**src/rtl/wo_coh_pkg.sv**
```systemverilog
`timescale 1ns/1ps
package wo_coh_pkg;
  typedef enum logic [1:0] {LN_INV = 2'd0, LN_CLN = 2'd1, LN_DRT = 2'd2} line_st_e;
  typedef enum logic [1:0] {BOP_NONE = 2'd0, BOP_RD = 2'd1, BOP_RDX = 2'd2, BOP_WB = 2'd3} bus_op_e;
  typedef enum logic [1:0] {F_IDLE = 2'd0, F_WB = 2'd1, F_FILL = 2'd2} fsm_e;

  // state after observing a remote transaction
  function automatic line_st_e snoop_next(line_st_e s, bus_op_e op);
    line_st_e r = s;
    if (s == LN_DRT && (op == BOP_RD || op == BOP_RDX)) r = LN_INV;
    if (s == LN_CLN && op == BOP_RDX) r = LN_INV;
    return r;
  endfunction

  // a dirty owner answers any remote read or ownership read
  function automatic logic snoop_supplies(line_st_e s, bus_op_e op);
    return (s == LN_DRT) && (op == BOP_RD || op == BOP_RDX);
  endfunction

  // state installed by a finished fill
  function automatic line_st_e fill_state(logic we, logic from_cache);
    return (we || from_cache) ? LN_DRT : LN_CLN;
  endfunction

  // a hit that needs no bus
  function automatic logic local_only(logic we, line_st_e s);
    return (s != LN_INV) && (!we || s == LN_DRT);
  endfunction
endpackage

```
**src/rtl/wo_line_array.sv**
```systemverilog
`timescale 1ns/1ps
module wo_line_array
  import wo_coh_pkg::*;
#(
  parameter int NL = 4,
  parameter int TW = 6,
  parameter int DW = 16,
  localparam int IW = $clog2(NL)
) (
  input  logic          clk,
  input  logic          rst_n,
  input  logic [IW-1:0] c_idx,
  output logic [TW-1:0] c_tag,
  output line_st_e      c_st,
  output logic [DW-1:0] c_data,
  input  logic [IW-1:0] s_idx,
  output logic [TW-1:0] s_tag,
  output line_st_e      s_st,
  output logic [DW-1:0] s_data,
  input  logic          lw_en,
  input  logic [TW-1:0] lw_tag,
  input  line_st_e      lw_st,
  input  logic          lw_data_en,
  input  logic [DW-1:0] lw_data,
  input  logic          sw_en,
  input  line_st_e      sw_st
);
  logic [TW-1:0] tag_a [NL];
  line_st_e      st_a  [NL];
  logic [DW-1:0] dat_a [NL];

  for (genvar g = 0; g < NL; g++) begin : g_line
    logic [TW-1:0] tag_r;
    line_st_e      st_r;
    logic [DW-1:0] dat_r;
    always_ff @(posedge clk) begin
      if (!rst_n) begin
        tag_r <= '0;
        st_r  <= LN_INV;
        dat_r <= '0;
      end else begin
        if (lw_en && c_idx == IW'(g)) begin
          tag_r <= lw_tag;
          st_r  <= lw_st;
          if (lw_data_en) dat_r <= lw_data;
        end
        // snoop update is written last so it wins on the same line
        if (sw_en && s_idx == IW'(g)) st_r <= sw_st;
      end
    end
    assign tag_a[g] = tag_r;
    assign st_a[g]  = st_r;
    assign dat_a[g] = dat_r;
  end

  assign c_tag  = tag_a[c_idx];
  assign c_st   = st_a[c_idx];
  assign c_data = dat_a[c_idx];
  assign s_tag  = tag_a[s_idx];
  assign s_st   = st_a[s_idx];
  assign s_data = dat_a[s_idx];
endmodule

```
**src/rtl/wo_snoop_unit.sv**
```systemverilog
`timescale 1ns/1ps
module wo_snoop_unit
  import wo_coh_pkg::*;
#(
  parameter int AW = 8,
  parameter int IW = 2,
  localparam int TW = AW - IW
) (
  input  logic          snp_valid,
  input  bus_op_e       snp_op,
  input  logic [AW-1:0] snp_addr,
  output logic [IW-1:0] s_idx,
  input  logic [TW-1:0] s_tag,
  input  line_st_e      s_st,
  output logic          s_hit,
  output logic          supply,
  output logic          upd_en,
  output line_st_e      upd_st
);
  assign s_idx  = snp_addr[IW-1:0];
  assign s_hit  = snp_valid && (s_st != LN_INV) && (s_tag == snp_addr[AW-1:IW]);
  assign supply = s_hit && snoop_supplies(s_st, snp_op);
  assign upd_st = snoop_next(s_st, snp_op);
  assign upd_en = s_hit && (upd_st != s_st);
endmodule

```
**src/rtl/wo_local_fsm.sv**
```systemverilog
`timescale 1ns/1ps
module wo_local_fsm
  import wo_coh_pkg::*;
(
  input  logic     clk,
  input  logic     rst_n,
  input  logic     cpu_req,
  input  logic     cpu_we,
  input  line_st_e c_st,
  input  logic     tag_match,
  input  logic     snp_valid,
  input  logic     bus_done,
  input  logic     bus_from_cache,
  output logic     cpu_ready,
  output logic     bus_req,
  output bus_op_e  bus_op,
  output logic     lw_en,
  output line_st_e lw_st,
  output logic     lw_newtag,
  output logic     lw_data_en,
  output logic     lw_sel_cpu,
  output logic     fsm_idle,
  output logic     ev_hit_done,
  output logic     ev_local_write_hit,
  output logic     ev_wb_done,
  output logic     ev_fill_done
);
  fsm_e cur, nxt;
  logic hit;

  assign hit = (c_st != LN_INV) && tag_match;

  always_comb begin
    nxt        = cur;
    cpu_ready  = 1'b0;
    bus_req    = 1'b0;
    bus_op     = BOP_NONE;
    lw_en      = 1'b0;
    lw_st      = c_st;
    lw_newtag  = 1'b0;
    lw_data_en = 1'b0;
    lw_sel_cpu = 1'b0;
    unique case (cur)
      F_IDLE: begin
        if (cpu_req && !snp_valid) begin
          if (hit && local_only(cpu_we, c_st)) begin
            cpu_ready = 1'b1;
            if (cpu_we) begin
              lw_en      = 1'b1;
              lw_data_en = 1'b1;
              lw_sel_cpu = 1'b1;
            end
          end else if (!hit && c_st == LN_DRT) begin
            nxt = F_WB;
          end else begin
            nxt = F_FILL;
          end
        end
      end
      F_WB: begin
        bus_req = 1'b1;
        bus_op  = BOP_WB;
        if (bus_done) begin
          lw_en = 1'b1;
          lw_st = LN_INV;
          nxt   = F_IDLE;
        end
      end
      F_FILL: begin
        bus_req = 1'b1;
        bus_op  = cpu_we ? BOP_RDX : BOP_RD;
        if (bus_done) begin
          cpu_ready  = 1'b1;
          lw_en      = 1'b1;
          lw_st      = fill_state(cpu_we, bus_from_cache);
          lw_newtag  = 1'b1;
          lw_data_en = 1'b1;
          lw_sel_cpu = cpu_we;
          nxt        = F_IDLE;
        end
      end
      default: nxt = F_IDLE;
    endcase
  end

  always_ff @(posedge clk) begin
    if (!rst_n) cur <= F_IDLE;
    else        cur <= nxt;
  end

  assign fsm_idle           = (cur == F_IDLE);
  assign ev_hit_done        = fsm_idle && cpu_ready;
  assign ev_local_write_hit = ev_hit_done && cpu_we;
  assign ev_wb_done         = (cur == F_WB) && bus_done;
  assign ev_fill_done       = (cur == F_FILL) && bus_done;
endmodule

```
**src/rtl/wo_snoop_ctrl.sv**
```systemverilog
`timescale 1ns/1ps
module wo_snoop_ctrl
  import wo_coh_pkg::*;
#(
  parameter int AW = 8,
  parameter int DW = 16,
  parameter int NL = 4
) (
  input  logic          clk,
  input  logic          rst_n,
  input  logic          cpu_req,
  input  logic          cpu_we,
  input  logic [AW-1:0] cpu_addr,
  input  logic [DW-1:0] cpu_wdata,
  output logic          cpu_ready,
  output logic [DW-1:0] cpu_rdata,
  output logic [1:0]    cpu_lstate,
  output logic          bus_req,
  output logic [1:0]    bus_op,
  output logic [AW-1:0] bus_addr,
  output logic [DW-1:0] bus_wdata,
  input  logic          bus_done,
  input  logic [DW-1:0] bus_rdata,
  input  logic          bus_from_cache,
  input  logic          snp_valid,
  input  logic [1:0]    snp_op,
  input  logic [AW-1:0] snp_addr,
  output logic          snp_supply,
  output logic [DW-1:0] snp_data
);
  localparam int IW = $clog2(NL);
  localparam int TW = AW - IW;

  logic [IW-1:0] c_idx, s_idx;
  logic [TW-1:0] c_tag, s_tag, c_tag_in, lw_tag;
  line_st_e      c_st, s_st, lw_st, snp_next_st;
  logic [DW-1:0] c_data, s_data, lw_data;
  logic          tag_match, lw_en, lw_newtag, lw_data_en, lw_sel_cpu;
  logic          fsm_idle, ev_hit_done, ev_local_write_hit, ev_wb_done, ev_fill_done;
  logic          snp_hit, snp_upd_en;
  bus_op_e       op_e;

  assign c_idx     = cpu_addr[IW-1:0];
  assign c_tag_in  = cpu_addr[AW-1:IW];
  assign tag_match = (c_tag == c_tag_in);

  wo_line_array #(.NL(NL), .TW(TW), .DW(DW)) u_lines (
    .clk(clk), .rst_n(rst_n),
    .c_idx(c_idx), .c_tag(c_tag), .c_st(c_st), .c_data(c_data),
    .s_idx(s_idx), .s_tag(s_tag), .s_st(s_st), .s_data(s_data),
    .lw_en(lw_en), .lw_tag(lw_tag), .lw_st(lw_st),
    .lw_data_en(lw_data_en), .lw_data(lw_data),
    .sw_en(snp_upd_en), .sw_st(snp_next_st)
  );

  wo_snoop_unit #(.AW(AW), .IW(IW)) u_snoop (
    .snp_valid(snp_valid), .snp_op(bus_op_e'(snp_op)), .snp_addr(snp_addr),
    .s_idx(s_idx), .s_tag(s_tag), .s_st(s_st),
    .s_hit(snp_hit), .supply(snp_supply),
    .upd_en(snp_upd_en), .upd_st(snp_next_st)
  );

  wo_local_fsm u_fsm (
    .clk(clk), .rst_n(rst_n),
    .cpu_req(cpu_req), .cpu_we(cpu_we),
    .c_st(c_st), .tag_match(tag_match),
    .snp_valid(snp_valid), .bus_done(bus_done), .bus_from_cache(bus_from_cache),
    .cpu_ready(cpu_ready), .bus_req(bus_req), .bus_op(op_e),
    .lw_en(lw_en), .lw_st(lw_st), .lw_newtag(lw_newtag),
    .lw_data_en(lw_data_en), .lw_sel_cpu(lw_sel_cpu),
    .fsm_idle(fsm_idle), .ev_hit_done(ev_hit_done),
    .ev_local_write_hit(ev_local_write_hit),
    .ev_wb_done(ev_wb_done), .ev_fill_done(ev_fill_done)
  );

  assign lw_tag     = lw_newtag ? c_tag_in : c_tag;
  assign lw_data    = lw_sel_cpu ? cpu_wdata : bus_rdata;
  assign bus_op     = op_e;
  assign bus_addr   = (op_e == BOP_WB) ? {c_tag, c_idx} : cpu_addr;
  assign bus_wdata  = c_data;
  assign cpu_rdata  = fsm_idle ? c_data : bus_rdata;
  assign cpu_lstate = (c_st != LN_INV && tag_match) ? c_st : LN_INV;
  assign snp_data   = s_data;
endmodule

```
**config.mk**
```make
export PLATFORM = sky130hd
export DESIGN_NAME = wo_snoop_ctrl
export DESIGN_NICKNAME = d
export VERILOG_FILES = /design/src/rtl/wo_coh_pkg.sv /design/src/rtl/wo_line_array.sv /design/src/rtl/wo_snoop_unit.sv /design/src/rtl/wo_local_fsm.sv /design/src/rtl/wo_snoop_ctrl.sv
export SDC_FILE = /design/constraint.sdc
export NUM_CORES = 1
export LEC_CHECK = 0
export ABC_CLOCK_PERIOD_IN_PS = 6800
export BUFFER_PORTS_ARGS = -buffer_cell sky130_fd_sc_hd__buf_2
export CORE_MARGIN = 2
export CORE_UTILIZATION = 60
export CTS_CLUSTER_DIAMETER = 120
export DETAILED_ROUTE_END_ITERATION = 10
export PLACE_DENSITY = 0.85
export SKIP_CTS_REPAIR_TIMING = 1
export SLEW_MARGIN = 20
export SYNTH_ARGS = -nofsm -noshare
export SYNTH_HDL_FRONTEND = slang
export SYNTH_SLANG_ARGS = --single-unit
export TNS_END_PERCENT = 100
```
**constraint.sdc**
```tcl
create_clock -name clk -period 6.8 [get_ports clk]
set_clock_uncertainty 0.15 [all_clocks]
set_input_delay 0.34 -clock clk [delete_from_list [all_inputs] [get_ports clk]]
set_output_delay 0.34 -clock clk [all_outputs]
set_load 0.01 [all_outputs]
```
# Word level (Yosys, flattened, before mapping)
# Cells that the tools add are included.
totals:
  regBits: 98
  word_cells: 134
  input_bits: 57
  output_inout_bits: 63
classes:
  bitwise_logic: 2
  n_mux: 57
  order_cmp: 2
  n_eq_ne: 20
  reduce_logical: 40
ops:
  columns: ["op", "n"]
  rows:
  - ["16-bit two-way mux", 6]
  - ["16-bit binary-select mux with 2-bit select", 2]
  - ["2-bit two-way mux", 23]
  - ["6-bit two-way mux", 5]
  - ["6-bit binary-select mux with 2-bit select", 2]
  - ["1-bit logical AND", 19]
  - ["2-bit == test, second input constant", 9]
  - ["6-bit == test", 2]
  - ["2-bit one-hot mux with 2 select lines", 3]
  - ["2-bit nonzero test", 6]
  - ["2-bit by 1-bit == test with 1-bit output, second input constant", 5]
  - ["1-bit two-way mux", 9]
  - ["2-bit binary-select mux with 2-bit select", 2]
  - ["8-bit two-way mux", 1]
  - ["1-bit one-hot mux with 2 select lines", 4]
  - ["2-bit AND reduction", 4]
  - ["3-bit >= comparator, second input constant", 2]
  - ["2-bit zero test", 3]
  - ["2-bit NOT with 3-bit output", 2]
  - ["2-bit by 1-bit != test with 1-bit output, second input constant", 2]
  - ["1-bit zero test", 3]
  - ["1-bit logical OR", 3]
  - ["3-bit AND reduction", 1]
  - ["2-bit != test", 1]
  - ["other kinds (2)", 2]

# Depth between registers and ports, before layout
depth:
  ltp_word: 14
  ltp_mapped: 9

# Modules after synthesis
# Synthesis repeated with hierarchy kept, for this count alone.
unflattened:
  hier_cells: 555
  hier_area_um2: 5829.3
by_module_without_submodules:
  columns: ["module", "instances", "area_per_inst_um2", "cells_per_inst"]
  rows:
  - ["wo_line_array", 1, 4620.7, 422]
  - ["wo_snoop_ctrl", 1, 740.7, 65]
  - ["wo_local_fsm", 1, 319.1, 46]
  - ["wo_snoop_unit", 1, 148.9, 22]

# Worst setup path after synthesis
# Ideal clock, no wire load.
synth_timing:
  path_type: "in2out"
  start: "input cpu_addr[0]"
  end: "output cpu_rdata[10]"
  path_buffers: 3
  arrival_ns: 2.363
  cell_stages: 5
  setup_slack_ns: 3.947
  path_cell_list: "buf_6 -> buf_1 -> buf_1 -> mux4_2 -> mux2_2"
synth_between:
  elab_chain_cells: 5
synth_lines:
  columns: ["item", "line", "rtl"]
  rows:
  - ["start: declaration", "wo_snoop_ctrl.sv:13", "input logic [AW-1:0] cpu_addr,"]
  - ["2-bit NOT with 3-bit output (implied by the code)", "wo_line_array.sv:58", "assign c_data = dat_a[c_idx];"]
  - ["16-bit binary-select mux with 2-bit select", "wo_line_array.sv:58", null]
  - ["16-bit two-way mux (implied by the code) (2 in a row)", "wo_line_array.sv:58", null]
  - ["named net bus_wdata[10]", "wo_snoop_ctrl.sv:21", "output logic [DW-1:0] bus_wdata,"]
  - ["16-bit two-way mux", "wo_snoop_ctrl.sv:81", "assign cpu_rdata = fsm_idle ? c_data : bus_rdata;"]
  - ["end: declaration", "wo_snoop_ctrl.sv:16", "output logic [DW-1:0] cpu_rdata,"]
# The timed path passes the listed nets, and every way through them passes these cells. The select of a mux whose other input is x is not followed.

# Final worst setup path
layout_timing:
  start: "input cpu_addr[0]"
  end: "output cpu_ready"
layout_between:
  elab_chain_cells: 11
  word_cells_on_any_way: 17
  classes_between: "2 x eq/ne; 9 x mux; 1 x bitwise; 5 x reduce/logical"
layout_lines:
  columns: ["item", "line", "rtl"]
  rows:
  - ["2-bit NOT with 3-bit output (implied by the code) *", "wo_line_array.sv:56, wo_line_array.sv:57", null]
  - ["2-bit binary-select mux with 2-bit select", "wo_line_array.sv:57", "assign c_st = st_a[c_idx];"]
  - ["2-bit two-way mux (implied by the code) (2 in a row)", "wo_line_array.sv:57", null]
  - ["2-bit == test", "wo_coh_pkg.sv:27", "return (s != LN_INV) && (!we || s == LN_DRT);"]
  - ["1-bit logical OR", "wo_coh_pkg.sv:27", null]
  - ["1-bit logical AND", "wo_coh_pkg.sv:27", null]
  - ["1-bit logical AND *", "wo_local_fsm.sv:46", "if (hit && local_only(cpu_we, c_st)) begin"]
  - ["1-bit two-way mux *", "wo_local_fsm.sv:46", null]
  - ["1-bit two-way mux *", "wo_local_fsm.sv:45", "if (cpu_req && !snp_valid) begin"]
  - ["1-bit one-hot mux with 2 select lines *", "wo_local_fsm.sv:43", "unique case (cur)"]
  - ["end: declaration", "wo_snoop_ctrl.sv:15", "output logic cpu_ready,"]
# Every way passes the cells marked *; elsewhere a longest branch is shown, timed or not. The select of a mux whose other input is x is not followed.

==> flow_metrics.py <==
metrics = {
    "outcome": {
        "status": "complete, no violations",
    },
    "yosys": {
        "synth_cell_types": 53,
        "synth_area_per_cell_um2": 9.98,
        "ys_seq_area_share_pct": 28.2,
        "netlist_area_um2": 6970,
        "synth_top_family_by_area": "compound AO/OA/AOI/OAI gates",
        "synth_nets": 760,
        "synth_xor_area_share_pct": 1.51,
        "synth-async-reset-ratio_pct": 0,
        "synth_simple_gate_area_share_pct": 9.97,
        "ys.flop_type": "dfxtp_1",
        "muxShareOfSynthArea_pct": 25.3,
        "synth-edff-count": 0,
        "ys_warn_count": 0,
        "synth_cells": 698,
        "synthAdderAreaFrac_pct": 0.898,
        "synth_seq_cells": 98,
        "synth_compound_area_share_pct": 28.6,
    },
    "finish": {
        "nets": 813,
        "layout_common_cells": "buf_2 (119), dfxtp_1 (98), o311ai_0 (64), mux2_2 (54), mux4_2 (45)",
        "seq_area_um2": 1960,
        "mostFrequentLayoutCell": "buf_2",
        "synthToLayoutAreaGrowth_pct": 11.7,
        "instances_no_fill": 899,
        "multi_input_comb_area_um2": 4640,
        "num-fill-cells": 843,
        "final_core_util_pct": 68.5,
        "drive_above_1_share_pct": 33.6,
        "diodes": 0,
    },
    "floorplanning": {
        "rows": 39,
        "core_um2": 11400,
        "start_util_pct": 61.3,
        "ios": 120,
        "die_h_um": 112,
        "die_area_um2": 12500,
        "die_w_um": 112,
    },
    "sta": {
        "setup_slack_ns": 2.55,
        "fmax_mhz": 235,
        "setup_tns_ns": 0,
        "hold_viol": 0,
        "period_share_pct": 62.5,
        "rsz0062_at_grt": "false",
        "finalSetupViolCount": 0,
        "max_slew_margin_pct": 21.9,
        "period_minus_slack_ns": 4.25,
        "drv_slew": 0,
        "tightest_slew_ns": 1.17,
    },
    "routing": {
        "wire_per_inst_um": 26.0,
        "routed_wl_mm": 23.3,
        "num_vias": 7255,
        "drtAntennaViolNets": 0,
        "drtPass1Iterations": 6,
        "drcViolationCount": 0,
        "vias_per_cell": 8.07,
        "drtIter0Drc": 1189,
    },
    "hold_path": {
        "whs_path_depth": 3,
        "hold_start": "rst_n",
        "hold-path-endpoint": "u_lines.g_line[0].st_r[1]",
        "hold_path_class": "in2reg",
    },
    "clock_network": {
        "cts.sinks": 98,
        "cts-root-buf": "clkbuf_16",
        "tritoncts": "done",
        "clockBufferDepth": 2,
        "worstSkewPairLatency_ns": 0.36,
        "ctsHtreeMaxLevel": 3,
        "clk_pin_slew_ns": 0.07,
        "numCtsBuffers": 9,
    },
    "power": {
        "total_power_mw": 1.43,
        "p_leak_nw": 2.72,
        "peakVddDrop_v": 0.000129,
        "p_per_area_nw_per_um2": 184,
    },
    "critical_path": {
        "path_buf_inv": 2,
        "critPathRequiredTime_ns": 6.31,
        "crit_path_frequent_cell": "buf_2",
        "max_stage_delay_ns": 1.03,
        "startpoint_type": "input pin",
        "end_kind": "output port",
        "reg2reg_from": "u_fsm.cur[1]",
        "critPathMaxFanout": 32,
        "reg2reg_depth": 7,
        "critical_path_class": "in2out",
        "cp_cell_sequence": "buf_2 > mux4_2 > xnor2_1 > and4_1 > nand2_1 > o31ai_1 > buf_2",
        "rr_endpoint": "u_lines.g_line[0].dat_r[12]",
        "cpLargestDelayFamily": "simple AND/OR/NAND/NOR gates",
        "crit_slowest_cell": "and4_1",
        "rrSetupSlack_ns": 2.68,
        "critPathArrivalTime_ns": 3.76,
    },
    "placed_design": {
        "dp_slack_ns": 2.50,
        "port_buffers": 119,
        "dp_cells": 883,
        "dp_hpwl_mm": 14.2,
        "gp_congestion": 0.877,
    },
    "global_routing": {
        "grt_pass1_vias": 7031,
        "grt.busiest_layer": "met2",
        "grt.total_usage_pct": 36.3,
        "grt.met2_usage_pct": 55.8,
        "grt_pass1_wl_mm": 36.6,
        "use_met1_pct": 47.6,
        "grt_max_degree": 82,
        "grt-ovfl-total": 0,
        "use_met3_pct": 8.06,
        "antenna_found_initial": 0,
    },
    "run": {
        "drv_cap": 0,
    },
}
flip-flops by register name (all words and copies together), names as in the netlist:
name	count
u_lines.g_line.tag_r	24
u_lines.g_line.st_r	8
u_fsm.cur	2
u_lines.g_line.dat_r	64
final cells by class:
class | count | share of cell area [%]
flip-flops and latches | 98 | 25.2
repair buffers | 130 | 8.71
multi-input cells | 508 | 59.6
clock buffers | 9 | 2.89
well taps | 143 | 2.30
clock inverters | 7 | 1.08
inverters | 4 | 0.193
through the flow:
step | hold slack (ns) | area, um2
after global routing | 0.260 | 7780
after global placement | 0.339 | 7470
after detailed placement | 0.356 | 7470
after floorplan | 0.313 | 6970
final | 0.229 | 7780
after CTS | 0.222 | 7780
how the worst max path moves through the flow:
| stage | from | end | slack [ns] | cells past startpoint |
|---|---|---|---|---|
| 2_1_floorplan | cpu_addr[0] | cpu_rdata[10] | 3.95 | 5 |
| 3_3_place_gp | cpu_addr[0] | cpu_ready | 2.74 | 7 |
| 3_5_place_dp | cpu_addr[0] | u_lines.g_line[0].dat_r[12] | 2.50 | 7 |
| 4_1_cts | cpu_addr[0] | cpu_ready | 2.66 | 7 |
| 5_1_grt | cpu_addr[0] | cpu_ready | 2.44 | 7 |
| 6_report | cpu_addr[0] | cpu_ready | 2.55 | 7 |
metal layers:
| layer | vias to the layer above | part of all wire (%) |
|---|---|---|
| met1 | 3427 | 37 |
| met5 | - | 0 |
| li1 | 3071 | - |
| met2 | 650 | 46 |
| met3 | 107 | 14 |
| met4 | 0 | 4.0 |
cell usage after synthesis (3+ instances only):
cell / number / area share (%)
dfxtp_1: 98 / 28
o311ai_0: 64 / 8.0
clkbuf_1: 63 / 3.4
mux2_2: 54 / 8.7
mux4_2: 45 / 15
o31ai_1: 38 / 4.1
o41ai_1: 32 / 4.0
a31oi_1: 31 / 2.8
a22oi_1: 28 / 3.0
o211ai_1: 28 / 3.0
nor2_1: 27 / 1.5
a21oi_1: 26 / 1.9
or4_1: 24 / 2.6
nor3_1: 19 / 1.4
nand2_1: 12 / 0.65
buf_1: 11 / 0.59
buf_2: 9 / 0.65
xnor2_1: 8 / 1.0
mux2i_1: 6 / 0.86
ha_1: 5 / 0.90
nor2b_1: 5 / 0.45
inv_1: 4 / 0.22
o2111ai_1: 4 / 0.50
o21ai_1: 4 / 0.29
or4b_1: 4 / 0.57
xor2_1: 4 / 0.50
and2_1: 3 / 0.27
and3_1: 3 / 0.27
buf_6: 3 / 0.48
mux4_1: 3 / 1.1
nand3_1: 3 / 0.22
worst reg2reg max path, stage by stage, from the launching register on:
cell,delay (ns)
dfxtp_1,0.34
inv_1,0.11
ha_1,0.85
nand4b_1,0.46
o21ai_2,1.01
mux2_2,0.45
nor3_1,0.44
o41ai_1,0.16
logic make-up after synthesis:
| family | after synthesis |
|---|---|
| compound gates | 264 |
| simple gates | 119 |
| fa+ha+maj | 5 |
| buf+inv | 92 |
| xor+xnor | 12 |
| flops | 98 |
| mux | 108 |
power breakdown:
part	switching [mW]	leakage, nW	total (mW)	internal [mW]
clock network	0.249	0.142	0.541	0.292
logic	0.185	1.79	0.296	0.111
registers	0.0108	0.790	0.595	0.584
total	0.445	2.72	1.43	0.987
(Power assumes the default switching activity.)
